$ cat src/rtl/cbb_pkg.sv
package cbb_pkg;

  localparam int DATA_W = 32;
  localparam int OFF_W  = 8;
  localparam int BUS_W  = 8;
  localparam int SLOT_W = 5;
  localparam int DW_W   = OFF_W - 2;

  typedef enum logic [1:0] {RT_IDLE, RT_HDR, RT_FWD, RT_MISS} route_e;

  // dword indices decoded by standard configuration software
  localparam logic [DW_W-1:0] DW_ID        = 6'd0;
  localparam logic [DW_W-1:0] DW_CMD       = 6'd1;
  localparam logic [DW_W-1:0] DW_CLASS     = 6'd2;
  localparam logic [DW_W-1:0] DW_HDR       = 6'd3;
  localparam logic [DW_W-1:0] DW_BUS       = 6'd6;
  localparam logic [DW_W-1:0] DW_WIN_FIRST = 6'd7;
  localparam logic [DW_W-1:0] DW_WIN_LAST  = 6'd14;
  localparam logic [DW_W-1:0] DW_INTR      = 6'd15;
  localparam logic [DW_W-1:0] DW_SUBSYS    = 6'd16;

  localparam logic [15:0] STATUS_DEVSEL_SLOW = 16'h0400;
  localparam logic [15:0] CLASS_CB_BRIDGE    = 16'h0607;
  localparam logic [7:0]  HDR_TYPE_CB        = 8'h02;
  localparam logic [7:0]  INT_PIN_A          = 8'h01;
  localparam logic [7:0]  INT_LINE_NONE      = 8'hFF;
  localparam logic [15:0] BRCTL_PREFETCH     = 16'h0300;

  function automatic logic [DATA_W-1:0] cbb_lane_mask(input logic [1:0] sz);
    logic [DATA_W-1:0] m;
    case (sz)
      2'b00:   m = 32'h0000_00FF;
      2'b01:   m = 32'h0000_FFFF;
      default: m = 32'hFFFF_FFFF;
    endcase
    return m;
  endfunction

  function automatic logic [DATA_W-1:0] cbb_extract(input logic [DATA_W-1:0] word,
                                                    input logic [1:0] sz,
                                                    input logic [1:0] bo);
    logic [4:0] sh;
    sh = {bo, 3'b000};
    if (sz[1]) return word;
    return (word >> sh) & cbb_lane_mask(sz);
  endfunction

  function automatic logic [DATA_W-1:0] cbb_merge(input logic [DATA_W-1:0] orig,
                                                  input logic [DATA_W-1:0] val,
                                                  input logic [1:0] sz,
                                                  input logic [1:0] bo);
    logic [4:0]        sh;
    logic [DATA_W-1:0] m;
    sh = {bo, 3'b000};
    m  = cbb_lane_mask(sz);
    if (sz[1]) return val;
    return (orig & ~(m << sh)) | ((val & m) << sh);
  endfunction

endpackage

$ cat src/rtl/cbb_decode.sv
module cbb_decode
  import cbb_pkg::*;
#(
  parameter logic [SLOT_W-1:0] HDR_SLOT = 5'h1E,
  parameter logic [SLOT_W-1:0] DEV_SLOT = 5'h00
) (
  input  logic              req_valid,
  input  logic              req_root,
  input  logic [BUS_W-1:0]  req_bus,
  input  logic [SLOT_W-1:0] req_slot,
  input  logic [BUS_W-1:0]  cb_bus,
  input  logic              assigned,
  output route_e            route
);

  logic hdr_match;
  logic dev_match;

  assign hdr_match = req_root && (req_slot == HDR_SLOT);
  assign dev_match = assigned && (req_bus == cb_bus) && (req_slot == DEV_SLOT);

  always_comb begin
    if (!req_valid)     route = RT_IDLE;
    else if (hdr_match) route = RT_HDR;
    else if (dev_match) route = RT_FWD;
    else                route = RT_MISS;
  end

endmodule

$ cat src/rtl/cbb_regs.sv
module cbb_regs
  import cbb_pkg::*;
#(
  parameter logic [15:0] VENDOR_ID = 16'h1A5C,
  parameter logic [15:0] DEVICE_ID = 16'h0C35
) (
  input  logic              clk,
  input  logic              rst_n,
  input  logic              wr_en,
  input  logic [DW_W-1:0]   dw_idx,
  input  logic [1:0]        sz,
  input  logic [1:0]        bo,
  input  logic [DATA_W-1:0] wdata,
  output logic [DATA_W-1:0] rd_word,
  output logic [BUS_W-1:0]  cb_bus,
  output logic              assigned
);

  localparam int NUM_WIN = int'(DW_WIN_LAST - DW_WIN_FIRST) + 1;
  localparam int WSEL_W  = $clog2(NUM_WIN);

  logic [15:0]       cmd_q, cmd_d;
  logic [15:0]       brctl_q, brctl_d;
  logic [7:0]        lat_q, lat_d, sub_q, sub_d, cbus_q, cbus_d, pbus_q, pbus_d;
  logic              asg_q, asg_d;
  logic [DATA_W-1:0] win_q  [NUM_WIN];
  logic [DATA_W-1:0] win_rd [NUM_WIN];
  logic [NUM_WIN-1:0] win_we;

  logic              win_hit;
  logic [WSEL_W-1:0] win_sel;
  logic [DATA_W-1:0] merged;
  logic              cmd_we, brctl_we, bus_we;

  assign win_hit = (dw_idx >= DW_WIN_FIRST) && (dw_idx <= DW_WIN_LAST);
  assign win_sel = WSEL_W'(dw_idx - DW_WIN_FIRST);

  // read image of the addressed dword
  always_comb begin
    case (dw_idx)
      DW_ID, DW_SUBSYS: rd_word = {DEVICE_ID, VENDOR_ID};
      DW_CMD:           rd_word = {STATUS_DEVSEL_SLOW, cmd_q};
      DW_CLASS:         rd_word = {CLASS_CB_BRIDGE, 16'h0000};
      DW_HDR:           rd_word = {8'h00, HDR_TYPE_CB, 16'h0000};
      DW_BUS:           rd_word = {lat_q, sub_q, cbus_q, pbus_q};
      DW_INTR:          rd_word = {brctl_q, INT_PIN_A, INT_LINE_NONE};
      default:          rd_word = win_hit ? win_rd[win_sel] : '0;
    endcase
  end

  assign merged   = cbb_merge(rd_word, wdata, sz, bo);
  assign cmd_we   = wr_en && (dw_idx == DW_CMD);
  assign brctl_we = wr_en && (dw_idx == DW_INTR);
  assign bus_we   = wr_en && (dw_idx == DW_BUS);

  // next-state logic
  always_comb begin
    cmd_d   = cmd_q;
    brctl_d = brctl_q;
    lat_d   = lat_q;
    sub_d   = sub_q;
    cbus_d  = cbus_q;
    pbus_d  = pbus_q;
    asg_d   = asg_q;
    if (cmd_we)   cmd_d   = merged[15:0];
    if (brctl_we) brctl_d = merged[31:16] & ~BRCTL_PREFETCH;
    if (bus_we) begin
      lat_d  = merged[31:24];
      sub_d  = merged[23:16];
      cbus_d = merged[15:8];
      pbus_d = merged[7:0];
      if (merged[15:8] != 8'h00) asg_d = 1'b1;
    end
  end

  always_ff @(posedge clk or negedge rst_n) begin
    if (!rst_n) begin
      cmd_q   <= '0;
      brctl_q <= '0;
      lat_q   <= '0;
      sub_q   <= '0;
      cbus_q  <= '0;
      pbus_q  <= '0;
      asg_q   <= 1'b0;
    end else begin
      if (cmd_we)   cmd_q   <= cmd_d;
      if (brctl_we) brctl_q <= brctl_d;
      if (bus_we) begin
        lat_q  <= lat_d;
        sub_q  <= sub_d;
        cbus_q <= cbus_d;
        pbus_q <= pbus_d;
        asg_q  <= asg_d;
      end
    end
  end

  // window base/limit registers; odd-numbered I/O bases force bit 0
  for (genvar g = 0; g < NUM_WIN; g++) begin : g_win
    localparam bit IS_IO_BASE = (g == 4) || (g == 6);
    assign win_we[g] = wr_en && win_hit && (win_sel == WSEL_W'(g));
    if (IS_IO_BASE) begin : g_io
      assign win_rd[g] = win_q[g] | 32'h1;
    end else begin : g_plain
      assign win_rd[g] = win_q[g];
    end
    always_ff @(posedge clk or negedge rst_n) begin
      if (!rst_n)         win_q[g] <= '0;
      else if (win_we[g]) win_q[g] <= merged;
    end
  end

  assign cb_bus   = cbus_q;
  assign assigned = asg_q;

  // the assigned flag never drops once set
  a_r6_sticky_assigned: assert property (@(posedge clk) disable iff (!rst_n)
    asg_q |=> asg_q);

  // bridge control never holds a prefetch enable
  a_r5_brctl_clean: assert property (@(posedge clk) disable iff (!rst_n)
    brctl_we |=> ((brctl_q & BRCTL_PREFETCH) == 16'h0));

endmodule

$ cat src/rtl/cbb_rsp.sv
module cbb_rsp
  import cbb_pkg::*;
#(
  parameter logic [SLOT_W-1:0] FWD_IDSEL = 5'd16
) (
  input  logic              clk,
  input  logic              rst_n,
  input  route_e            route,
  input  logic              req_write,
  input  logic [BUS_W-1:0]  req_bus,
  input  logic [OFF_W-1:0]  req_offset,
  input  logic [1:0]        req_size,
  input  logic [DATA_W-1:0] req_wdata,
  input  logic [DATA_W-1:0] rd_word,
  output logic              rsp_valid,
  output logic              rsp_hit,
  output logic [DATA_W-1:0] rsp_rdata,
  output logic [BUS_W-1:0]  hdr_bus,
  output logic              fwd_valid,
  output logic              fwd_write,
  output logic [BUS_W-1:0]  fwd_bus,
  output logic [SLOT_W-1:0] fwd_slot,
  output logic [2:0]        fwd_func,
  output logic [OFF_W-1:0]  fwd_offset,
  output logic [1:0]        fwd_size,
  output logic [DATA_W-1:0] fwd_wdata
);

  logic              rv_d, hit_d, fv_d, hdr_en;
  logic [DATA_W-1:0] rdata_d;

  always_comb begin
    rv_d    = (route == RT_HDR) || (route == RT_MISS);
    hit_d   = (route == RT_HDR);
    fv_d    = (route == RT_FWD);
    hdr_en  = (route == RT_HDR);
    rdata_d = '0;
    if (hit_d && !req_write)
      rdata_d = cbb_extract(rd_word, req_size, req_offset[1:0]);
  end

  always_ff @(posedge clk or negedge rst_n) begin
    if (!rst_n) begin
      rsp_valid <= 1'b0;
      rsp_hit   <= 1'b0;
      rsp_rdata <= '0;
      hdr_bus   <= '0;
      fwd_valid <= 1'b0;
    end else begin
      rsp_valid <= rv_d;
      rsp_hit   <= hit_d;
      fwd_valid <= fv_d;
      if (rv_d)   rsp_rdata <= rdata_d;
      if (hdr_en) hdr_bus   <= req_bus;
    end
  end

  always_ff @(posedge clk or negedge rst_n) begin
    if (!rst_n) begin
      fwd_write  <= 1'b0;
      fwd_bus    <= '0;
      fwd_slot   <= '0;
      fwd_func   <= '0;
      fwd_offset <= '0;
      fwd_size   <= '0;
      fwd_wdata  <= '0;
    end else if (fv_d) begin
      fwd_write  <= req_write;
      fwd_bus    <= '0;
      fwd_slot   <= FWD_IDSEL;
      fwd_func   <= '0;
      fwd_offset <= req_offset;
      fwd_size   <= req_size;
      fwd_wdata  <= req_wdata;
    end
  end

endmodule

$ cat src/rtl/cb_bridge_cfg.sv
module cb_bridge_cfg
  import cbb_pkg::*;
#(
  parameter logic [15:0] VENDOR_ID = 16'h1A5C,
  parameter logic [15:0] DEVICE_ID = 16'h0C35,
  parameter logic [4:0]  HDR_SLOT  = 5'h1E,
  parameter logic [4:0]  DEV_SLOT  = 5'h00,
  parameter logic [4:0]  FWD_IDSEL = 5'd16
) (
  input  logic        clk,
  input  logic        rst_n_i,
  input  logic        req_valid,
  input  logic        req_write,
  input  logic        req_root,
  input  logic [7:0]  req_bus,
  input  logic [4:0]  req_slot,
  input  logic [7:0]  req_offset,
  input  logic [1:0]  req_size,
  input  logic [31:0] req_wdata,
  output logic        rsp_valid,
  output logic        rsp_hit,
  output logic [31:0] rsp_rdata,
  output logic [7:0]  hdr_bus,
  output logic        fwd_valid,
  output logic        fwd_write,
  output logic [7:0]  fwd_bus,
  output logic [4:0]  fwd_slot,
  output logic [2:0]  fwd_func,
  output logic [7:0]  fwd_offset,
  output logic [1:0]  fwd_size,
  output logic [31:0] fwd_wdata
);

  logic [1:0]        rst_sync_q;
  logic              rst_n;
  route_e            route;
  logic [BUS_W-1:0]  cb_bus;
  logic              assigned;
  logic [DATA_W-1:0] rd_word;
  logic              hdr_wr;

  // asynchronous assertion, synchronous release
  always_ff @(posedge clk or negedge rst_n_i) begin
    if (!rst_n_i) rst_sync_q <= 2'b00;
    else          rst_sync_q <= {rst_sync_q[0], 1'b1};
  end
  assign rst_n = rst_sync_q[1];

  cbb_decode #(.HDR_SLOT(HDR_SLOT), .DEV_SLOT(DEV_SLOT)) u_decode (
    .req_valid (req_valid),
    .req_root  (req_root),
    .req_bus   (req_bus),
    .req_slot  (req_slot),
    .cb_bus    (cb_bus),
    .assigned  (assigned),
    .route     (route)
  );

  assign hdr_wr = (route == RT_HDR) && req_write;

  cbb_regs #(.VENDOR_ID(VENDOR_ID), .DEVICE_ID(DEVICE_ID)) u_regs (
    .clk      (clk),
    .rst_n    (rst_n),
    .wr_en    (hdr_wr),
    .dw_idx   (req_offset[OFF_W-1:2]),
    .sz       (req_size),
    .bo       (req_offset[1:0]),
    .wdata    (req_wdata),
    .rd_word  (rd_word),
    .cb_bus   (cb_bus),
    .assigned (assigned)
  );

  cbb_rsp #(.FWD_IDSEL(FWD_IDSEL)) u_rsp (
    .clk        (clk),
    .rst_n      (rst_n),
    .route      (route),
    .req_write  (req_write),
    .req_bus    (req_bus),
    .req_offset (req_offset),
    .req_size   (req_size),
    .req_wdata  (req_wdata),
    .rd_word    (rd_word),
    .rsp_valid  (rsp_valid),
    .rsp_hit    (rsp_hit),
    .rsp_rdata  (rsp_rdata),
    .hdr_bus    (hdr_bus),
    .fwd_valid  (fwd_valid),
    .fwd_write  (fwd_write),
    .fwd_bus    (fwd_bus),
    .fwd_slot   (fwd_slot),
    .fwd_func   (fwd_func),
    .fwd_offset (fwd_offset),
    .fwd_size   (fwd_size),
    .fwd_wdata  (fwd_wdata)
  );

  // never both result kinds at once
  a_r1_one_result: assert property (@(posedge clk) disable iff (!rst_n)
    $onehot0({rsp_valid, fwd_valid}));

  // every request produces a result on the next clock
  a_r1_answered: assert property (@(posedge clk) disable iff (!rst_n)
    req_valid |=> (rsp_valid || fwd_valid));

  // no result without a request
  a_r1_quiet: assert property (@(posedge clk) disable iff (!rst_n)
    !req_valid |=> !(rsp_valid || fwd_valid));

  // dword read of the first I/O base shows bit 0 set
  a_r7_io_bit0: assert property (@(posedge clk) disable iff (!rst_n)
    (req_valid && !req_write && req_root && req_slot == HDR_SLOT &&
     req_offset == 8'h2C && req_size == 2'b10) |=> rsp_rdata[0]);

  // dword read of bridge control never shows prefetch enables
  a_r5_no_prefetch: assert property (@(posedge clk) disable iff (!rst_n)
    (req_valid && !req_write && req_root && req_slot == HDR_SLOT &&
     req_offset == 8'h3C && req_size == 2'b10) |=> (rsp_rdata[25:24] == 2'b00));

  // nothing is forwarded before a bus number is assigned
  a_r11_fwd_needs_assigned: assert property (@(posedge clk) disable iff (!rst_n)
    (req_valid && !assigned) |=> !fwd_valid);

endmodule

$ cat config.mk
export PLATFORM = sky130hd
export DESIGN_NAME = cb_bridge_cfg
export DESIGN_NICKNAME = d
export VERILOG_FILES = /design/src/rtl/cbb_pkg.sv /design/src/rtl/cbb_decode.sv /design/src/rtl/cbb_regs.sv /design/src/rtl/cbb_rsp.sv /design/src/rtl/cb_bridge_cfg.sv
export SDC_FILE = /design/constraint.sdc
export NUM_CORES = 1
export LEC_CHECK = 0
export BUFFER_PORTS_ARGS = -buffer_cell sky130_fd_sc_hd__buf_2
export CELL_PAD_IN_SITES_DETAIL_PLACEMENT = 1
export CELL_PAD_IN_SITES_GLOBAL_PLACEMENT = 2
export CORE_ASPECT_RATIO = 0.8
export CORE_UTILIZATION = 30
export CTS_CLUSTER_DIAMETER = 60
export DETAILED_ROUTE_END_ITERATION = 8
export PLACE_DENSITY = 0.69
export SLEW_MARGIN = 25
export SYNTH_ARGS = -nofsm -noshare
export SYNTH_HDL_FRONTEND = slang
export SYNTH_SLANG_ARGS = --single-unit
export TNS_END_PERCENT = 100
$ cat constraint.sdc
create_clock -name clk -period 13.3 [get_ports clk]
set_clock_uncertainty 0.1 [all_clocks]
set_input_delay 0.665 -clock clk [delete_from_list [all_inputs] [get_ports clk]]
set_output_delay 0.665 -clock clk [all_outputs]
set_load 0.01 [all_outputs]
## After elaboration in Yosys (flattened, before gate mapping)

Index checks and enable logic that the tools add are counted.

| cells by class | value |
|---|---|
| add/sub/neg operators | 1 |
| multiply operators | 0 |
| divide/modulo/power cells | 0 |
| $lt $le $gt $ge | 3 |
| equal/unequal tests | 19 |
| shifts and indexed selects | 3 |
| multiplexer cells | 18 |
| bitwise operators | 6 |
| reductions and logical operators | 27 |

Operators with widths:

| kind | count |
|---|---|
| $mux 32 | 10 |
| $pmux 32 s6 | 1 |
| $and 32x32->32 | 3 |
| $bmux 32 s3 | 1 |
| $pmux 32 s2 | 1 |
| $shl 32x5->32 | 2 |
| $not 32->32 | 1 |
| $or 32x32->32 | 1 |
| $shr 32x5->32 | 1 |
| $logic_and 1x1->1 | 18 |
| $eq 3x3->1 const B | 4 |
| $eq 6x2->1 const B | 2 |
| $eq 8x8->1 | 1 |
| $reduce_bool 8->1 | 1 |
| $eq 3x2->1 const B | 2 |
| $eq 6x1->1 const B | 1 |
| $eq 6x3->1 const B | 1 |
| $eq 6x4->1 const B | 1 |
| $eq 6x5->1 const B | 1 |
| $ge 6x3->1 const B | 1 |
| $le 6x4->1 const B | 1 |
| $logic_not 6->1 | 1 |
| $eq 5x5->1 const B | 1 |
| $logic_not 5->1 | 1 |
| 14 further kinds | 19 |

| word-level totals | value |
|---|---|
| register bits | 408 |
| latch bits | 0 |
| RAM bits | 0 |
| bits in read-only memories | 0 |
| input bits | 60 |
| output and inout bits | 102 |
| logic and storage cells | 103 |
| memories | 0 |

## Logic depth before layout (Yosys ltp)

Gate-level depths: netlist of the first run.

| logic depth | value |
|---|---|
| depth after elaboration | 14 |
| depth in mapped cells | 16 |

## Modules after synthesis

A second synthesis of the first run with hierarchy kept.

| second synthesis, totals | value |
|---|---|
| cell total of the unflattened synthesis | 1696 |
| area, all modules | 18977.0 um^2 |

By module, submodules not included:

| module | times used | cells each | area an instance (um^2) | sequential area each (um^2) |
|---|---|---|---|---|
| cbb_regs | 1 | 1336 | 14956.8 | 7932.6 |
| cbb_rsp | 1 | 340 | 3824.9 | 2177.1 |
| cbb_decode | 1 | 16 | 132.6 | 0.0 |
| cb_bridge_cfg | 1 | 4 | 62.6 | 50.0 |

## Least setup slack after synthesis of the first run

Ideal clock, no wire load.

| path | value |
|---|---|
| path kind | input-to-reg |
| start | input req_offset[2] |
| end | register u_regs.sub_q[6] |
| arrival time | 4.055 ns |
| required time | 13.044 ns |
| path slack | 8.989 ns |
| cell stages on the path | 12 |
| path buffers | 5 |
| cell sequence | buf_2 inv_2 clkbuf_1 clkbuf_1 ha_1 buf_2 buf_1 mux4_2 mux2i_1 o21ai_0 a221oi_1 o21ai_0 |

| between the ends | value |
|---|---|
| word-level cells in the longest chain between the ends | 10 |
| elaborated cells between the ends (all ways) | 22 |

Ends and longest elaborated chain:

| item | RTL line | text |
|---|---|---|
| start: declaration | cb_bridge_cfg.sv:17 | `input logic [7:0] req_offset,` |
| $sub 3x3->3 | cbb_regs.sv:36 | `assign win_sel = WSEL_W'(dw_idx - DW_WIN_FIRST);` |
| $not 3->4 (implied by the code) | cbb_regs.sv:47 | `default: rd_word = win_hit ? win_rd[win_sel] : '0;` |
| $bmux 32 s3 | cbb_regs.sv:47 |  |
| $mux 32 (implied by the code) (2 in a row) | cbb_regs.sv:47 |  |
| $mux 32 | cbb_regs.sv:47 |  |
| $pmux 32 s6 | cbb_regs.sv:40 | `case (dw_idx)` |
| $and 32x32->32 | cbb_pkg.sv:57 | `return (orig & ~(m << sh)) \| ((val & m) << sh);` |
| $or 32x32->32 | cbb_pkg.sv:57 |  |
| $mux 32 | cbb_pkg.sv:57 |  |
| end signal: assignment | cbb_regs.sv:90 | `sub_q <= sub_d;` |
| end: declaration | cbb_regs.sv:24 | `logic [7:0] lat_q, lat_d, sub_q, sub_d, cbus_q, cbus_d, pbus_q, pbus_d;` |

Several ways; a longest one is shown, not always the timed one. The select of a mux whose other input is x is not followed.
A chain may end at the register's enable or synchronous reset.

## Final worst setup path of the first run

| path | value |
|---|---|
| start | input req_offset[3] |
| end | register u_regs.win_q[220] (netlist name) |

| between the ends | value |
|---|---|
| word-level cells in the longest chain between the ends | 10 |
| elaborated cells between the ends (all ways) | 24 |

Ends and longest elaborated chain:

| item | RTL line | text |
|---|---|---|
| $sub 3x3->3 | cbb_regs.sv:36 |  |
| $not 3->4 (implied by the code) | cbb_regs.sv:47 |  |
| $bmux 32 s3 | cbb_regs.sv:47 |  |
| $mux 32 (implied by the code) (2 in a row) | cbb_regs.sv:47 |  |
| $mux 32 | cbb_regs.sv:47 |  |
| $pmux 32 s6 | cbb_regs.sv:40 |  |
| $and 32x32->32 | cbb_pkg.sv:57 |  |
| $or 32x32->32 | cbb_pkg.sv:57 |  |
| $mux 32 | cbb_pkg.sv:57 |  |
| end signal: indexed assignment | cbb_regs.sv:109 | `else if (win_we[g]) win_q[g] <= merged;` |
| end: declaration | cbb_regs.sv:26 | `logic [DATA_W-1:0] win_q [NUM_WIN];` |

Several ways; a longest one is shown, not always the timed one. The select of a mux whose other input is x is not followed.

==> impl_metrics.py, run 1 <==
metrics = {
    "run_status": {
        "status": "finished, final reports clean",
    },
    "critical_path": {
        "critical_path_arrival_ns": 4.98,
        "critPathRequiredTime_ns": 13.59,
        "worst-setup-path-type": "in -> reg",
        "crit_path_start_kind": "primary input",
        "cp-end-kind": "flip-flop",
        "worstPathMaxFanout": 40,
    },
    "pwr": {
        "p_leak_nw": 9.75,
        "power_density_mw_per_mm2": 126,
        "peakVddDrop_mv": 0.108,
    },
    "global_routing": {
        "grt-ovfl-total": 0,
        "antenna_found_initial": 3,
        "grt_max_degree": 76,
        "grt_pass1_wl_um": 96300,
        "grt_pass1_vias": 14700,
        "track_usage": 0.206,
    },
    "logic_synthesis": {
        "netlist_top_cells_count": "406 x dfrtp_1, 383 x nand2_1, 313 x o21ai_0",
        "synthTopCellsByArea": "dfrtp_1 55%, o21ai_0 8.6%, nand2_1 7.9%",
        "synth_cells": 1712,
        "netlist_area_mm2": 0.0183,
        "synth_ff_type": "dfrtp_1",
        "synth-edff-count": 0,
        "ys_warn_count": 0,
        "syn_avg_cell_area_um2": 10.7,
        "synth_cell_types": 63,
        "async_flop_share": 1.00,
        "synth.top_cell.area_share": 0.555,
        "synth_largest_area_cell": "dfrtp_1",
        "seq_area_frac_synth": 0.555,
        "synth.most_common_cell": "dfrtp_1",
        "yosys_register_bits": 406,
    },
    "finish": {
        "instances_no_fill": 2624,
        "fin_nets": 1883,
        "drive_above_1_share": 0.225,
        "finalInstanceArea_mm2": 0.0213,
        "areaGrowthSynthToFinish_pct": 16.3,
        "diodes": 0,
    },
    "timing": {
        "finalSetupViolations": 0,
        "rsz0062_at_grt": "no",
        "period_needed_ns": 4.68,
        "timing.hold.ws_ns": 0.250,
        "fin_crit_sh": 0.352,
        "slew_violations": 0,
        "worst_slew_pin_slew_ns": 1.12,
        "hold_violations": 0,
        "setup-tns-final_ns": 0,
        "maxSlewHeadroom": 0.253,
        "fmaxAchievable_mhz": 214,
    },
    "floorplanning": {
        "dieWidth_um": 278,
        "coreArea_mm2": 0.0600,
        "die_height_um": 223,
        "io_pins": 162,
        "rows": 80,
        "start_util": 0.305,
        "die-area_mm2": 0.0620,
    },
    "clock_network": {
        "numCtsBuffers": 44,
        "clkLatencyLatePin_ns": 0.57,
        "h-tree-depth": 2,
        "clock_tree.root_cell": "clkbuf_16",
        "cts_resized": 0,
        "clk_pin_slew_ns": 0.06,
        "cts_tree": "built",
        "cts_sinks": 406,
        "cts_buffer_depth": 3,
    },
    "place": {
        "post-dp-hpwl_um": 43100,
        "dpl.cell_count": 2547,
        "io_buffers": 146,
        "routabilityCongestion": 0.859,
        "placed_area_mm2": 0.0198,
    },
    "run": {
        "drv_cap": 0,
    },
    "drt": {
        "vias": 13900,
        "dr.pass1.iters": 5,
        "ant_nets": 0,
        "wl_per_cell_um": 23.9,
        "drc": 0,
        "vias_per_cell": 5.28,
        "drtIter0Drc": 862,
        "routed_wl_um": 62600,
    },
    "hold_path": {
        "hold_path.class": "reg -> reg",
    },
}
[critical path, stage by stage]
cell	delay (ns)
buf_2	0.16
ha_1	0.29
ha_2	0.75
buf_4	0.69
mux4_2	0.41
nand2_1	0.08
nand2_1	0.06
a222oi_1	0.84
nor2_1	0.11
a221oi_2	0.63
o21ai_0	0.24
[final cells by class]
type                    instances  area [µm²]
clock buffers                  61        1250
clock inverters                13         181
fillers                      6720       38700
inverters                       9        33.8
multi-input cells            1171        7640
flip-flops and latches        406       10200
well taps                     779         975
repair buffers                185        1050
[layout by cell type, fill, tap and decap left out, types with 8 or more instances in the layout]
cell       Yosys  routed
clkbuf_8       0       9
mux4_2        63      63
dfrtp_1      406     405
inv_1          8       8
buf_2         10     147
nor2_1        65      65
a221oi_1      17      17
a22oi_1       20      20
a221o_1       12      12
conb_1         2      16
a22o_1        17      17
nand2_1      383     377
nor2b_1        9       9
mux2_2        67      67
buf_4         16      33
o21ai_0      313     313
a21oi_1       36      36
clkbuf_16      0      44
mux2i_1       16      16
clkbuf_1      99       8
o21a_1        12      12
[logic make-up (layout without fill, tap and decap cells)]
family          count (synthesis)  count (layout)  synth area share
compound gates                490             490             0.162
xor+xnor                        8               8           0.00383
fa+ha+maj                       6               6           0.00410
buf+inv                       149             268            0.0351
flops                         406             406             0.555
mux                           146             146             0.127
other cells                     2              16          0.000410
simple gates                  505             505             0.112
[per-layer routing]
metal  track usage  vias up  routed length [µm]
met5             0        -                  23
met3        0.0452       83                3590
met2         0.316      280               28300
met4        0.0446        4                1140
met1         0.296     7255               29600
li1              -     6241                   -
[flip-flops by register name (all words and copies together), names as in the netlist, 14 cells and up]
| signal | count |
|---|---|
| u_regs.brctl_q | 14 |
| u_regs.cmd_q | 16 |
| u_regs.win_q | 254 |
| u_rsp.fwd_wdata | 32 |
| u_rsp.rsp_rdata | 32 |
[path summary, 6_finish.rpt]
kind                              startpoint           endpoint  slack [ns]  cells after the start
max in group asynchronous      rst_sync_q[1]   u_regs.win_q[24]       10.72                      2
min in group asynchronous      rst_sync_q[1]  u_regs.win_q[108]        0.31                      0
min reg2reg                    rst_sync_q[0]      rst_sync_q[1]        0.25                      0
max reg2reg                u_regs.win_q[188]  u_regs.win_q[220]       10.21                      7
max                            req_offset[3]  u_regs.win_q[220]        8.62                     11
min                            rst_sync_q[0]      rst_sync_q[1]        0.25                      0
[metrics by stage]
step | total power [mW] | utilization | setup slack (ns)
after global routing | 2.77 | 0.355 | 8.33
after floorplan | 1.38 | - | 1.05
after global placement | 1.45 | 0.330 | 8.11
final | 2.68 | 0.355 | 8.62
after detailed placement | 1.45 | 0.330 | 7.96
after CTS | 2.71 | 0.354 | 8.55
[power by group]
| part | switching (mW) | total (mW) | internal (mW) | leakage [nW] |
|---|---|---|---|---|
| Combinational | 0.132 | 0.183 | 0.0507 | 3.38 |
| Clock | 0.527 | 1.25 | 0.719 | 0.702 |
| Sequential | 0.00633 | 1.25 | 1.24 | 5.66 |
| Total | 0.665 | 2.68 | 2.01 | 9.75 |
[repair_timing]
| action | CTS | global route |
|---|---|---|
| hold endpoints to repair | 2 | 0 |
| hold buffers | 1 | 0 |
| buffers inserted | 0 | 0 |
(Power assumes the default switching activity.)
==> run 2: changes to the inputs <==
PLACE_DENSITY = 0.72   (was 0.69)
clock period = 4.15 ns   (was 13.3 ns; I/O delays follow)
==> run 2 against run 1 <==
First-iteration DRC count increased by 30%. Total power rose to 3.2 times the previous value. Sequential power grew to 3.2 times the previous value. Count of clock-buffer cells in the layout increased by 2.
==> impl_metrics.py, run 2 (synthesis results as in run 1) <==
metrics = {
    "critical_path": {
        "r2r_slack_ns": 1.27,
        "critical_path_arrival_ns": 4.27,
        "path_common_cell": "nand2_1",
        "crit-reg2reg-launch": "u_regs.win_q[159]",
        "worst-setup-path-type": "in -> reg",
        "cp_cell_sequence": "dlygate4sd3_1 > buf_2 > ha_1 > ha_2 > buf_12 > mux4_2 > nand2_1 > nand2_1 > a222oi_1 > nor2_1 > a221oi_4 > o21ai_0",
        "worstPathMaxFanout": 37,
        "cp_slowest_cell": "a222oi_1",
        "cp_slowest_stage_delay_ns": 0.85,
        "cp-end-kind": "flip-flop",
        "crit_path_start_kind": "primary input",
        "critPathRequiredTime_ns": 4.47,
        "reg2reg_depth": 7,
        "r2r-end": "u_regs.win_q[95]",
    },
    "clock_network": {
        "clock_tree.root_cell": "clkbuf_16",
        "numCtsBuffers": 43,
        "cts_setup_buffers": 0,
        "h-tree-depth": 2,
        "clkLatencyLatePin_ns": 0.57,
        "cts_tree": "built",
        "cts_buffer_depth": 3,
        "clk_pin_slew_ns": 0.06,
        "cts_sinks": 406,
    },
    "run_status": {
        "status": "finished, final reports clean",
    },
    "global_routing": {
        "grt_max_degree": 88,
        "use_met1": 0.301,
        "grt_pass1_vias": 14900,
        "grtUsageMet3": 0.0412,
        "grt-ovfl-total": 0,
        "antenna_found_initial": 4,
        "track_usage": 0.207,
        "grt_most_used_layer": "met2",
        "use_met2": 0.318,
        "grt_pass1_wl_um": 97600,
    },
    "finish": {
        "areaGrowthSynthToFinish_pct": 20.7,
        "largest_reg_flops": 254,
        "top_register": "u_regs.win_q",
        "diodes": 0,
        "drive_above_1_share": 0.230,
        "fin_nets": 1959,
        "fillers": 6665,
        "finalInstanceArea_mm2": 0.0221,
        "final_common_cell": "dfrtp_1",
        "layout_common_cells": "405 x dfrtp_1, 377 x nand2_1, 312 x o21ai_0",
        "top_regs": "u_regs.win_q: 254 flops, u_rsp.fwd_wdata: 32 flops, u_rsp.rsp_rdata: 32 flops",
    },
    "place": {
        "routabilityCongestion": 0.860,
        "pre_cts_ws_ns": 0.220,
        "post-dp-hpwl_um": 43800,
        "placed_area_mm2": 0.0202,
        "io_buffers": 146,
    },
    "pwr": {
        "power_mw": 8.66,
        "power_density_mw_per_mm2": 392,
        "p_leak_nw": 10.1,
        "peakVddDrop_mv": 0.348,
    },
    "timing": {
        "rsz0062_at_grt": "no",
        "hold_violations": 0,
        "worst_slew_pin_slew_ns": 1.08,
        "setup_slack_ns": 0.199,
        "period_needed_ns": 3.95,
        "maxSlewHeadroom": 0.275,
        "timing.hold.ws_ns": 0.0338,
        "setup-tns-final_ns": 0,
        "fmaxAchievable_mhz": 253,
        "slew_violations": 0,
        "fin_crit_sh": 0.952,
        "finalSetupViolations": 0,
    },
    "floorplanning": {
        "coreArea_mm2": 0.0600,
        "io_pins": 162,
        "rows": 80,
        "die-area_mm2": 0.0620,
        "die_height_um": 223,
        "start_util": 0.305,
        "dieWidth_um": 278,
    },
    "run": {
        "drv_cap": 0,
    },
    "drt": {
        "wl_per_cell_um": 23.6,
        "drtIter0Drc": 1118,
        "vias": 14300,
        "drc": 0,
        "vias_per_cell": 5.29,
        "dr.pass1.iters": 5,
        "ant_nets": 0,
        "routed_wl_um": 63800,
    },
    "hold_path": {
        "hold_path.class": "in -> reg",
        "holdPathStages": 3,
        "hp-start": "req_offset[2]",
        "holdPathEnd": "u_rsp.fwd_offset[2]",
    },
}
-- run 2: changes by cell type in the layout (fill, tap and decap cells not counted), moves of 2 or more --
cell           before  now
clkbuf_1            8   11
buf_6               2    0
dlygate4sd3_1       1   48
buf_4              33   57
clkinv_2            4    6
buf_12              0   11
-- run 2: worst max-delay path, delay by kind of cell --
kind	cells	cell delay [ns]
AND/OR/NAND/NOR	3	0.30
AO/OA/AOI/OAI	3	1.49
buffers and inverters	3	1.03
adder cells (fa/ha/maj)	2	0.88
multiplexers	1	0.35
-- run 2: power by group --
part | switching, mW | leakage, nW | total, mW | internal (mW)
sequential | 0.0216 | 5.66 | 4.00 | 3.98
clock | 1.67 | 0.708 | 4.01 | 2.35
combinational | 0.439 | 3.77 | 0.654 | 0.215
-- run 2: per-stage QoR --
| stage | std cells | util |
|---|---|---|
| 6_report | 2704 | 0.369 |
| 5_1_grt | 2704 | 0.369 |
| 4_1_cts | 2704 | 0.369 |
| 3_5_place_dp | 2579 | 0.336 |
| 3_3_place_gp | 2579 | 0.336 |
| 2_1_floorplan | 1726 | - |
-- run 2: routing by layer --
| layer | wire [µm] | up-vias |
|---|---|---|
| met5 | 12 | - |
| met4 | 1270 | 2 |
| met3 | 3660 | 85 |
| met2 | 28600 | 358 |
| met1 | 30200 | 7438 |
| li1 | - | 6408 |
-- run 2: worst max path at each step --
stage / depth (start not counted) / to / start
after floorplan: 0 / u_regs.assigned / rst_sync_q[1]
after global placement: 9 / u_regs.sub_q[4] / req_offset[2]
after detailed placement: 11 / u_regs.win_q[95] / req_offset[2]
after CTS: 12 / u_regs.win_q[95] / req_offset[3]
after global routing: 12 / u_regs.win_q[95] / req_offset[3]
final: 12 / u_regs.win_q[95] / req_offset[3]
-- run 2: what timing repair did --
item,in CTS,in global routing
hold buffers,48,0
endpoints found under the hold margin,82,0
gates resized for setup,0,0
-- run 2: final cells by class --
cell class,count,area [µm²],share of cell area
Clock buffer,63,1250,0.0567
Clock inverter,14,191,0.00866
Inverter,9,33.8,0.00153
Multi-Input combinational cell,1171,7620,0.345
Sequential cell,406,10200,0.460
Tap cell,779,975,0.0441
Timing Repair Buffer,262,1860,0.0841
